==> src/rtl/timer_regif_pkg.sv <==
package timer_regif_pkg;
   localparam int BYTE_W = 8;
   localparam int CNT_W  = 2 * BYTE_W;
   localparam int MODE_W = 3;

   typedef enum logic [1:0] {
      ACC_LATCH = 2'b00,
      ACC_LO    = 2'b01,
      ACC_HI    = 2'b10,
      ACC_BOTH  = 2'b11
   } acc_fmt_e;

   typedef struct packed {
      acc_fmt_e          fmt;
      logic [MODE_W-1:0] mode;
      logic              bcd;
   } chan_cfg_t;
endpackage

==> src/rtl/timer_regif_decode.sv <==
module timer_regif_decode
   import timer_regif_pkg::*;
#(
   parameter int NUM_CH = 3
) (
   input  logic                    wr_en,
   input  logic                    rd_en,
   input  logic [1:0]              addr,
   input  logic [BYTE_W-1:0]       wdata,
   output logic [NUM_CH-1:0]       mode_wr,
   output logic [NUM_CH-1:0]       cnt_latch,
   output logic [NUM_CH-1:0]       st_latch,
   output logic [NUM_CH-1:0]       data_wr,
   output logic [NUM_CH-1:0]       data_rd,
   output chan_cfg_t               new_cfg
);
   localparam logic [1:0] CTL_ADDR = 2'd3;
   localparam logic [1:0] RB_SEL   = 2'b11;

   logic ctl_wr;
   logic rb_ok;

   assign ctl_wr  = wr_en && (addr == CTL_ADDR);
   assign rb_ok   = ctl_wr && (wdata[7:6] == RB_SEL) && !wdata[0];
   assign new_cfg = chan_cfg_t'(wdata[5:0]);

   for (genvar i = 0; i < NUM_CH; i++) begin : g_dec
      logic sel_me;
      assign sel_me       = ctl_wr && (wdata[7:6] == 2'(i));
      assign mode_wr[i]   = sel_me && (wdata[5:4] != ACC_LATCH);
      assign cnt_latch[i] = (sel_me && (wdata[5:4] == ACC_LATCH)) ||
                            (rb_ok && !wdata[5] && wdata[i+1]);
      assign st_latch[i]  = rb_ok && !wdata[4] && wdata[i+1];
      assign data_wr[i]   = wr_en && (addr == 2'(i));
      assign data_rd[i]   = rd_en && !wr_en && (addr == 2'(i));
   end
endmodule

==> src/rtl/timer_regif_chan.sv <==
module timer_regif_chan
   import timer_regif_pkg::*;
(
   input  logic              clk,
   input  logic              rst_n,
   input  logic              mode_wr,
   input  chan_cfg_t         new_cfg,
   input  logic              cnt_latch,
   input  logic              st_latch,
   input  logic              data_wr,
   input  logic              data_rd,
   input  logic [BYTE_W-1:0] wdata,
   input  logic [CNT_W-1:0]  live_cnt,
   input  logic              live_out,
   input  logic              live_null,
   output logic [BYTE_W-1:0] rd_byte,
   output logic              ld_stb,
   output logic [CNT_W-1:0]  ld_val,
   output logic              mode_stb,
   output chan_cfg_t         cfg
);
   logic              wff_q, rff_q;
   logic [BYTE_W-1:0] lo_hold_q;
   logic              cnt_pend_q, st_pend_q;
   logic [CNT_W-1:0]  cnt_lat_q;
   logic [BYTE_W-1:0] st_lat_q;
   logic [CNT_W-1:0]  rd_src;
   logic              rd_hi;

   always_ff @(posedge clk or negedge rst_n) begin
      if (!rst_n) begin
         cfg        <= '{fmt: ACC_BOTH, mode: '0, bcd: 1'b0};
         wff_q      <= 1'b0;
         rff_q      <= 1'b0;
         lo_hold_q  <= '0;
         cnt_pend_q <= 1'b0;
         st_pend_q  <= 1'b0;
         cnt_lat_q  <= '0;
         st_lat_q   <= '0;
         ld_stb     <= 1'b0;
         ld_val     <= '0;
         mode_stb   <= 1'b0;
      end else begin
         ld_stb   <= 1'b0;
         mode_stb <= 1'b0;
         if (mode_wr) begin
            cfg        <= new_cfg;
            wff_q      <= 1'b0;
            rff_q      <= 1'b0;
            cnt_pend_q <= 1'b0;
            st_pend_q  <= 1'b0;
            mode_stb   <= 1'b1;
         end else begin
            if (data_wr) begin
               unique case (cfg.fmt)
                  ACC_LO: begin
                     ld_val <= {{BYTE_W{1'b0}}, wdata};
                     ld_stb <= 1'b1;
                  end
                  ACC_HI: begin
                     ld_val <= {wdata, {BYTE_W{1'b0}}};
                     ld_stb <= 1'b1;
                  end
                  default: begin
                     if (!wff_q) begin
                        lo_hold_q <= wdata;
                        wff_q     <= 1'b1;
                     end else begin
                        ld_val <= {wdata, lo_hold_q};
                        ld_stb <= 1'b1;
                        wff_q  <= 1'b0;
                     end
                  end
               endcase
            end
            if (cnt_latch && !cnt_pend_q) begin
               cnt_lat_q  <= live_cnt;
               cnt_pend_q <= 1'b1;
            end
            if (st_latch && !st_pend_q) begin
               st_lat_q  <= {live_out, live_null, cfg};
               st_pend_q <= 1'b1;
            end
            if (data_rd) begin
               if (st_pend_q) begin
                  st_pend_q <= 1'b0;
               end else begin
                  if (cfg.fmt == ACC_BOTH) rff_q <= !rff_q;
                  if (cnt_pend_q && ((cfg.fmt != ACC_BOTH) || rff_q))
                     cnt_pend_q <= 1'b0;
               end
            end
         end
      end
   end

   always_comb begin
      rd_src = cnt_pend_q ? cnt_lat_q : live_cnt;
      rd_hi  = (cfg.fmt == ACC_HI) || ((cfg.fmt == ACC_BOTH) && rff_q);
      if (st_pend_q)  rd_byte = st_lat_q;
      else if (rd_hi) rd_byte = rd_src[CNT_W-1:BYTE_W];
      else            rd_byte = rd_src[BYTE_W-1:0];
   end


   lo_byte_no_load_chk: assert property (@(posedge clk) disable iff (!rst_n)
      (data_wr && !mode_wr && cfg.fmt == ACC_BOTH && !wff_q) |=> !ld_stb);


   latch_frozen_chk: assert property (@(posedge clk) disable iff (!rst_n)
      (cnt_pend_q && !mode_wr) |=> $stable(cnt_lat_q));


   mode_clears_chk: assert property (@(posedge clk) disable iff (!rst_n)
      mode_wr |=> (!cnt_pend_q && !st_pend_q && !wff_q && !rff_q));


   status_first_chk: assert property (@(posedge clk) disable iff (!rst_n)
      (data_rd && st_pend_q) |=> (!st_pend_q && $stable(rff_q) && $stable(cnt_pend_q)));
endmodule

==> src/rtl/timer_regif.sv <==
module timer_regif
   import timer_regif_pkg::*;
#(
   parameter int NUM_CH = 3
) (
   input  logic                     clk,
   input  logic                     rst_n,
   input  logic [1:0]               addr,
   input  logic                     wr_en,
   input  logic                     rd_en,
   input  logic [7:0]               wdata,
   output logic [7:0]               rdata,
   input  logic [NUM_CH*16-1:0]     ch_cnt_i,
   input  logic [NUM_CH-1:0]        ch_out_i,
   input  logic [NUM_CH-1:0]        ch_null_i,
   output logic [NUM_CH-1:0]        ld_stb_o,
   output logic [NUM_CH*16-1:0]     ld_val_o,
   output logic [NUM_CH-1:0]        mode_stb_o,
   output logic [NUM_CH*3-1:0]      ch_mode_o,
   output logic [NUM_CH-1:0]        ch_bcd_o
);
   if (NUM_CH < 1 || NUM_CH > 3) begin : g_bad_ch
      $error("timer_regif: NUM_CH must be 1 to 3");
   end
   if (CNT_W != 16 || MODE_W != 3) begin : g_bad_w
      $error("timer_regif: count must be 16 bits and mode 3 bits");
   end

   logic [NUM_CH-1:0] mode_wr, cnt_latch, st_latch, data_wr, data_rd;
   chan_cfg_t         new_cfg;
   logic [BYTE_W-1:0] rd_byte [NUM_CH];

   timer_regif_decode #(.NUM_CH(NUM_CH)) u_dec (
      .wr_en     (wr_en),
      .rd_en     (rd_en),
      .addr      (addr),
      .wdata     (wdata),
      .mode_wr   (mode_wr),
      .cnt_latch (cnt_latch),
      .st_latch  (st_latch),
      .data_wr   (data_wr),
      .data_rd   (data_rd),
      .new_cfg   (new_cfg)
   );

   for (genvar i = 0; i < NUM_CH; i++) begin : g_ch
      chan_cfg_t cfg;
      timer_regif_chan u_chan (
         .clk       (clk),
         .rst_n     (rst_n),
         .mode_wr   (mode_wr[i]),
         .new_cfg   (new_cfg),
         .cnt_latch (cnt_latch[i]),
         .st_latch  (st_latch[i]),
         .data_wr   (data_wr[i]),
         .data_rd   (data_rd[i]),
         .wdata     (wdata),
         .live_cnt  (ch_cnt_i[i*CNT_W +: CNT_W]),
         .live_out  (ch_out_i[i]),
         .live_null (ch_null_i[i]),
         .rd_byte   (rd_byte[i]),
         .ld_stb    (ld_stb_o[i]),
         .ld_val    (ld_val_o[i*CNT_W +: CNT_W]),
         .mode_stb  (mode_stb_o[i]),
         .cfg       (cfg)
      );
      assign ch_mode_o[i*MODE_W +: MODE_W] = cfg.mode;
      assign ch_bcd_o[i]                   = cfg.bcd;
   end

   always_comb begin
      rdata = '0;
      for (int i = 0; i < NUM_CH; i++)
         if (addr == 2'(i)) rdata = rd_byte[i];
   end


   ld_stb_onehot_chk: assert property (@(posedge clk) disable iff (!rst_n)
      $onehot0(ld_stb_o));


   ctl_no_load_chk: assert property (@(posedge clk) disable iff (!rst_n)
      (wr_en && addr == 2'd3) |=> (ld_stb_o == '0));


   mode_stb_src_chk: assert property (@(posedge clk) disable iff (!rst_n)
      (mode_stb_o != '0) |-> ($past(wr_en) && $past(addr) == 2'd3));
endmodule

==> config.mk <==
export PLATFORM = sky130hd
export DESIGN_NAME = timer_regif
export DESIGN_NICKNAME = d
export VERILOG_FILES = /design/src/rtl/timer_regif_pkg.sv /design/src/rtl/timer_regif_decode.sv /design/src/rtl/timer_regif_chan.sv /design/src/rtl/timer_regif.sv
export SDC_FILE = /design/constraint.sdc
export NUM_CORES = 1
export LEC_CHECK = 0
export BUFFER_PORTS_ARGS = -buffer_cell sky130_fd_sc_hd__clkbuf_2
export CAP_MARGIN = 20
export CORE_MARGIN = 8
export CORE_UTILIZATION = 51
export DETAILED_ROUTE_END_ITERATION = 10
export PLACE_DENSITY = 0.76
export SYNTH_ARGS = -nofsm -noshare
export SYNTH_HDL_FRONTEND = slang
export SYNTH_SLANG_ARGS = --single-unit
==> constraint.sdc <==
create_clock -name clk -period 2.55 [get_ports clk]
set_input_delay 0.51 -clock clk [delete_from_list [all_inputs] [get_ports clk]]
set_output_delay 0.51 -clock clk [all_outputs]
set_load 0.05 [all_outputs]
* After elaboration in Yosys (flattened, before gate mapping) *
Index checks and enable logic that the tools add are counted.

storage, ports and cells
  flip-flop bits (word level) = 180
  output and inout bits = 74

cells by class
  bitwise gates (word level) = 9
  equal/unequal tests = 24
  multiplexer cells = 84
  reductions and logical operators = 98

operators by type and width
  cell                                                 count
  two-way mux 16 bit                                   6
  case mux 16 bit (2 select lines)                     3
  two-way mux 8 bit                                    9
  two-way mux 1 bit                                    66
  logical AND 1 bit                                    39
  equality test 2 bit, second input constant           10
  nonzero test 2 bit                                   10
  AND reduction 2 bit                                  9
  AND reduction 3 bit                                  6
  zero test 1 bit                                      13
  != test 2 x 1 -> 1 bit, second input constant        6
  AND reduction 4 bit                                  3
  equality test 2 x 1 -> 1 bit, second input constant  5
  logical OR 1 bit                                     9
  inverter 1 bit                                       9
  nonzero test 3 bit                                   3
  zero test 2 bit                                      3
  != test 2 bit, second input constant                 3
  OR reduction 2 bit                                   3

* Depth between registers and ports, before layout *
  depth in word-level cells = 13
  depth in mapped cells = 8
  depth with buffers taken out = 6

* Cells and area by module *
A second synthesis with hierarchy kept.

unflattened totals
  cell total of the unflattened synthesis = 679
  area, all modules = 8883.5 µm²

modules (own cells, without submodules)
  module                                 area an instance (µm²)  times used  sequential area each (µm²)  cells each
  timer_regif_chan (g_ch[1].u_chan ...)  2812.7                  2           1503.9                      212
  timer_regif_chan (g_ch[0].u_chan)      2788.9                  1           1503.9                      198
  timer_regif_decode                     271.5                   1           0.0                         37
  timer_regif                            197.7                   1           0.0                         20

* Worst setup path after synthesis *
No wires, ideal clock.

  path kind = register -> output
  start point = register, netlist name g_ch[1].u_chan.cfg[4]
  end point = output rdata[0]
  data required time = 2040 ps
  arrival = 2437 ps
  slack = -397 ps
  cell stages (with the launch flop) = 7
  path buffers = 0
  path through = dfstp_2 > inv_1 > ha_1 > a21oi_1 > mux4_2 > a221oi_1 > a22oi_1

between the ends
  longest elaborated chain between the ends = 7

RTL lines
  element                              line                     RTL
  equality test 2 bit                  timer_regif_chan.sv:99   rd_hi = (cfg.fmt == ACC_HI) || ((cfg.fmt == ACC_BOTH) && rff_q);
  logical AND 1 bit                    timer_regif_chan.sv:99
  logical OR 1 bit (*)                 timer_regif_chan.sv:99
  two-way mux 8 bit (*)                timer_regif_chan.sv:101  else if (rd_hi) rd_byte = rd_src[CNT_W-1:BYTE_W];
  two-way mux 8 bit (*)                timer_regif_chan.sv:100  if (st_pend_q) rd_byte = st_lat_q;
  two-way mux 8 bit (*) (2 in series)  timer_regif.sv:74        if (addr == 2'(i)) rdata = rd_byte[i];
  end: declaration                     timer_regif.sv:12        output logic [7:0] rdata,

Mark *: on every way between the ends. The rest lies on a longest branch, timed or not.

* Final worst setup path *
  start point = register, netlist name g_ch[1].u_chan.cfg[4]
  end point = output rdata[7]

between the ends
  longest elaborated chain between the ends = 7

RTL lines
  element                              line
  equality test 2 bit                  timer_regif_chan.sv:99
  logical AND 1 bit                    timer_regif_chan.sv:99
  logical OR 1 bit (*)                 timer_regif_chan.sv:99
  two-way mux 8 bit (*)                timer_regif_chan.sv:101
  two-way mux 8 bit (*)                timer_regif_chan.sv:100
  two-way mux 8 bit (*) (2 in series)  timer_regif.sv:74

Marked as above.

==> impl_metrics.py <==
metrics = {
    "run_status": {
        "outcome": "finished, violations left",
        "violations": "setup timing",
    },
    "placed_design": {
        "io_buffers": 141,
        "place_ws_ns": -0.227,
        "dpl_cell_area_sq_mm": 0.00974,
        "finalWeightedCongestion": 0.811,
        "post-dp-hpwl_mm": 15.1,
    },
    "cells_and_area": {
        "nNetsFinal": 955,
        "fill_cells": 1265,
        "syn2layout_area_growth_pct": 23.0,
        "fin_area_sq_mm": 0.0105,
        "diodes": 0,
        "final_layout_size_suffix_gt1_frac": 0.451,
        "multi_input_area_sq_mm": 0.00374,
        "seq_area_sq_mm": 0.00451,
        "fin_util": 0.638,
    },
    "worst_setup_path": {
        "cpMaxStageDelayCell": "dfstp_2",
        "critPathBufInv": 5,
        "worstPathArrival_ns": 2.48,
        "end_kind": "output port",
        "worstSetupPathType": "reg -> out",
        "worstPathCellList": "inv_2, ha_4, a21oi_2, buf_6, buf_6, mux4_2, a221oi_2, buf_4, a22oi_2, buf_8",
        "start_kind": "flip-flop",
        "rr_startpoint": "g_ch[0].u_chan.cfg[4]$_DFFE_PN1P_",
        "critical_path.top_delay_family": "buffers and inverters",
        "critical-path-max-stage-delay_ns": 0.55,
        "crit_path_frequent_cell": "buf_6",
        "cp_data_required_time_ns": 2.04,
        "startpoint": "g_ch[1].u_chan.cfg[4]$_DFFE_PN1P_",
        "cp_max_fo": 7,
    },
    "min_path": {
        "hp-class": "in -> async",
    },
    "route": {
        "vias": 6091,
        "drc": 0,
        "wl_per_cell_um": 19.0,
        "via_per_inst": 5.48,
        "ant_nets": 0,
        "drt_iter0_drc": 314,
        "routed_wl_mm": 21.1,
        "dr.pass1.iters": 4,
    },
    "clock_tree": {
        "cts_root_buf": "clkbuf_16",
        "hold_buffers": 0,
        "clk-insertion-delay-late_ns": 0.43,
        "path_clk_slew_ns": 0.07,
        "clock_sinks": 180,
        "htree_num_levels": 4,
        "clock_path_buffers": 2,
        "tritoncts": "yes",
        "numCtsBuffers": 17,
    },
    "sta": {
        "tightest_slew_ns": 0.700,
        "fin_crit_sh": 1.17,
        "hold_viol": 0,
        "setup_viol_count_final": 8,
        "rsz0062_at_grt": "true",
        "period_needed_ns": 2.99,
        "fin_ws_ns": -0.444,
        "relSlewSlack": 0.533,
        "slew_violations": 0,
        "finalClockSkew_ns": 0.00924,
        "fmax_mhz": 334,
    },
    "synth": {
        "syn_avg_cell_area_sq_um": 11.7,
        "synth_ff_type": "dfrtp_1",
        "async_reset_ff_frac": 1.00,
        "synth_edf_count": 0,
        "yosysSeqAreaShare": 0.528,
        "synth_fp_nets": 804,
        "ys_warn_count": 0,
        "ys_ff_latch": 180,
        "ys_types": 43,
        "netlist_area_sq_mm": 0.00854,
        "syn-instance-count": 727,
    },
    "global_route": {
        "grt_pass1_wl_mm": 34.6,
        "gr-total-overflow": 0,
        "grt_usage": 0.205,
        "grt_pass1_vias": 6398,
        "grt_max_degree": 56,
        "grt_antenna_before_repair": 0,
    },
    "power": {
        "power_leakage_nw": 5.06,
        "power_density_mw_per_mm2": 1050,
        "power_w": 0.0110,
        "vdd_ir_drop_max_v": 0.000733,
    },
    "flow_run": {
        "maxCapViolCount": 0,
    },
    "die": {
        "ios": 142,
        "die_w_um": 145,
        "start_util": 0.519,
        "dieArea_sq_mm": 0.0211,
        "die_h_um": 145,
        "rows": 47,
        "core_sq_mm": 0.0165,
    },
}
power breakdown:
| group | leakage (nW) | switching, W | internal (W) |
|---|---|---|---|
| Sequential | 2.33 | 0.000497 | 0.00370 |
| Clock | 0.300 | 0.00112 | 0.00166 |
| Combinational | 2.44 | 0.00266 | 0.00140 |
path summary, 6_finish.rpt:
path | depth (start not counted) | slack, ns | endpoint
worst max-delay path | 10 | -0.44 | rdata[7]
max in group asynchronous | 2 | 1.78 | g_ch[1].u_chan.cfg[4]$_DFFE_PN1P_
worst min-delay path | 1 | 0.03 | g_ch[2].u_chan.ld_val[15]$_DFFE_PN0P_
worst min register to register | 2 | 0.48 | g_ch[0].u_chan.ld_val[2]$_DFFE_PN0P_
worst max register to register | 6 | 0.44 | g_ch[0].u_chan.lo_hold_q[0]$_DFFE_PN0P_
min in group clk | 2 | 0.31 | g_ch[1].u_chan.st_lat_q[6]$_DFFE_PN0P_
synthesized netlist by cell type, drive strengths merged (4+ instances only):
library cell  instances  area [sq um]
a21oi                36           180
a221oi                8          70.1
a22o                  4          35.0
a22oi                15           113
a31o                  4          35.0
buf                  31           214
clkbuf               36           135
dfrtp               174          4350
dfstp                 6           158
ha                    9           113
inv                  11          41.3
mux2                108          1250
mux4                 24           541
nand2               111           417
nand2b               14          87.6
nand3                14          75.1
nor2                 33           124
nor2b                 5          31.3
o21ai                52           260
registers in the layout (all words and copies together), names as in the netlist:
name                    flops
g_ch.u_chan.cnt_lat_q      48
g_ch.u_chan.ld_val         48
g_ch.u_chan.lo_hold_q      24
g_ch.u_chan.st_lat_q       24
g_ch.u_chan.cfg            18
g_ch.u_chan.cnt_pend_q      3
g_ch.u_chan.ld_stb          3
g_ch.u_chan.mode_stb        3
g_ch.u_chan.rff_q           3
g_ch.u_chan.st_pend_q       3
g_ch.u_chan.wff_q           3
cells by family (layout without fill, tap and decap cells):
kind of cell	after synthesis	count (layout)	share of synthesized area
buf+inv	79	243	0.0462
simple gates	196	196	0.109
flops	180	180	0.528
xor+xnor	3	3	0.00308
fa+ha+maj	9	9	0.0132
compound gates	128	128	0.0908
mux	132	132	0.210
through the flow:
| stage | std cells | hold WS, ns | TNS (ns) |
|---|---|---|---|
| 5_1_grt | 1111 | 0.0711 | -3.89 |
| 3_5_place_dp | 1079 | 0.471 | -1.14 |
| 4_1_cts | 1111 | 0.0493 | -3.54 |
| 6_report | 1111 | 0.0331 | -3.25 |
| 3_3_place_gp | 1079 | 0.461 | -0.859 |
| 2_1_floorplan | 727 | 0.214 | 0 |
final cells by class:
| class | count | share of cell area |
|---|---|---|
| clock buffers | 22 | 0.0461 |
| clock inverters | 10 | 0.0137 |
| inverters | 12 | 0.00429 |
| multi-input cells | 468 | 0.356 |
| flip-flops and latches | 180 | 0.430 |
| well taps | 220 | 0.0262 |
| repair buffers | 199 | 0.124 |
placed cells by master (no fill, tap or decap), types with 4 or more instances in the layout:
cell,n
a22oi_2,8
a22oi_1,7
inv_1,10
buf_4,50
nand3_1,13
ha_1,7
clkbuf_16,17
clkbuf_2,132
nand2b_1,14
mux2_2,99
dfstp_2,6
a21oi_1,33
buf_12,6
a31o_2,4
clkbuf_8,7
nand2_1,111
buf_8,4
a221oi_2,5
nor2_1,33
dfrtp_1,174
mux2_4,9
nor2b_1,5
mux4_2,24
o21ai_0,51
a22o_1,4
metal layers:
metal | wire, um | global-route usage
met5 | 0 | 0
met4 | 308 | 0.0614
met3 | 1430 | 0.0578
met2 | 9760 | 0.312
met1 | 9650 | 0.280
timing repair:
item                       CTS  global route
setup buffers                0             0
pin swaps                    4             3
gates resized for setup     25             6
setup endpoints to repair    8             8
No activity file was read; power rests on OpenSTA's default activity.
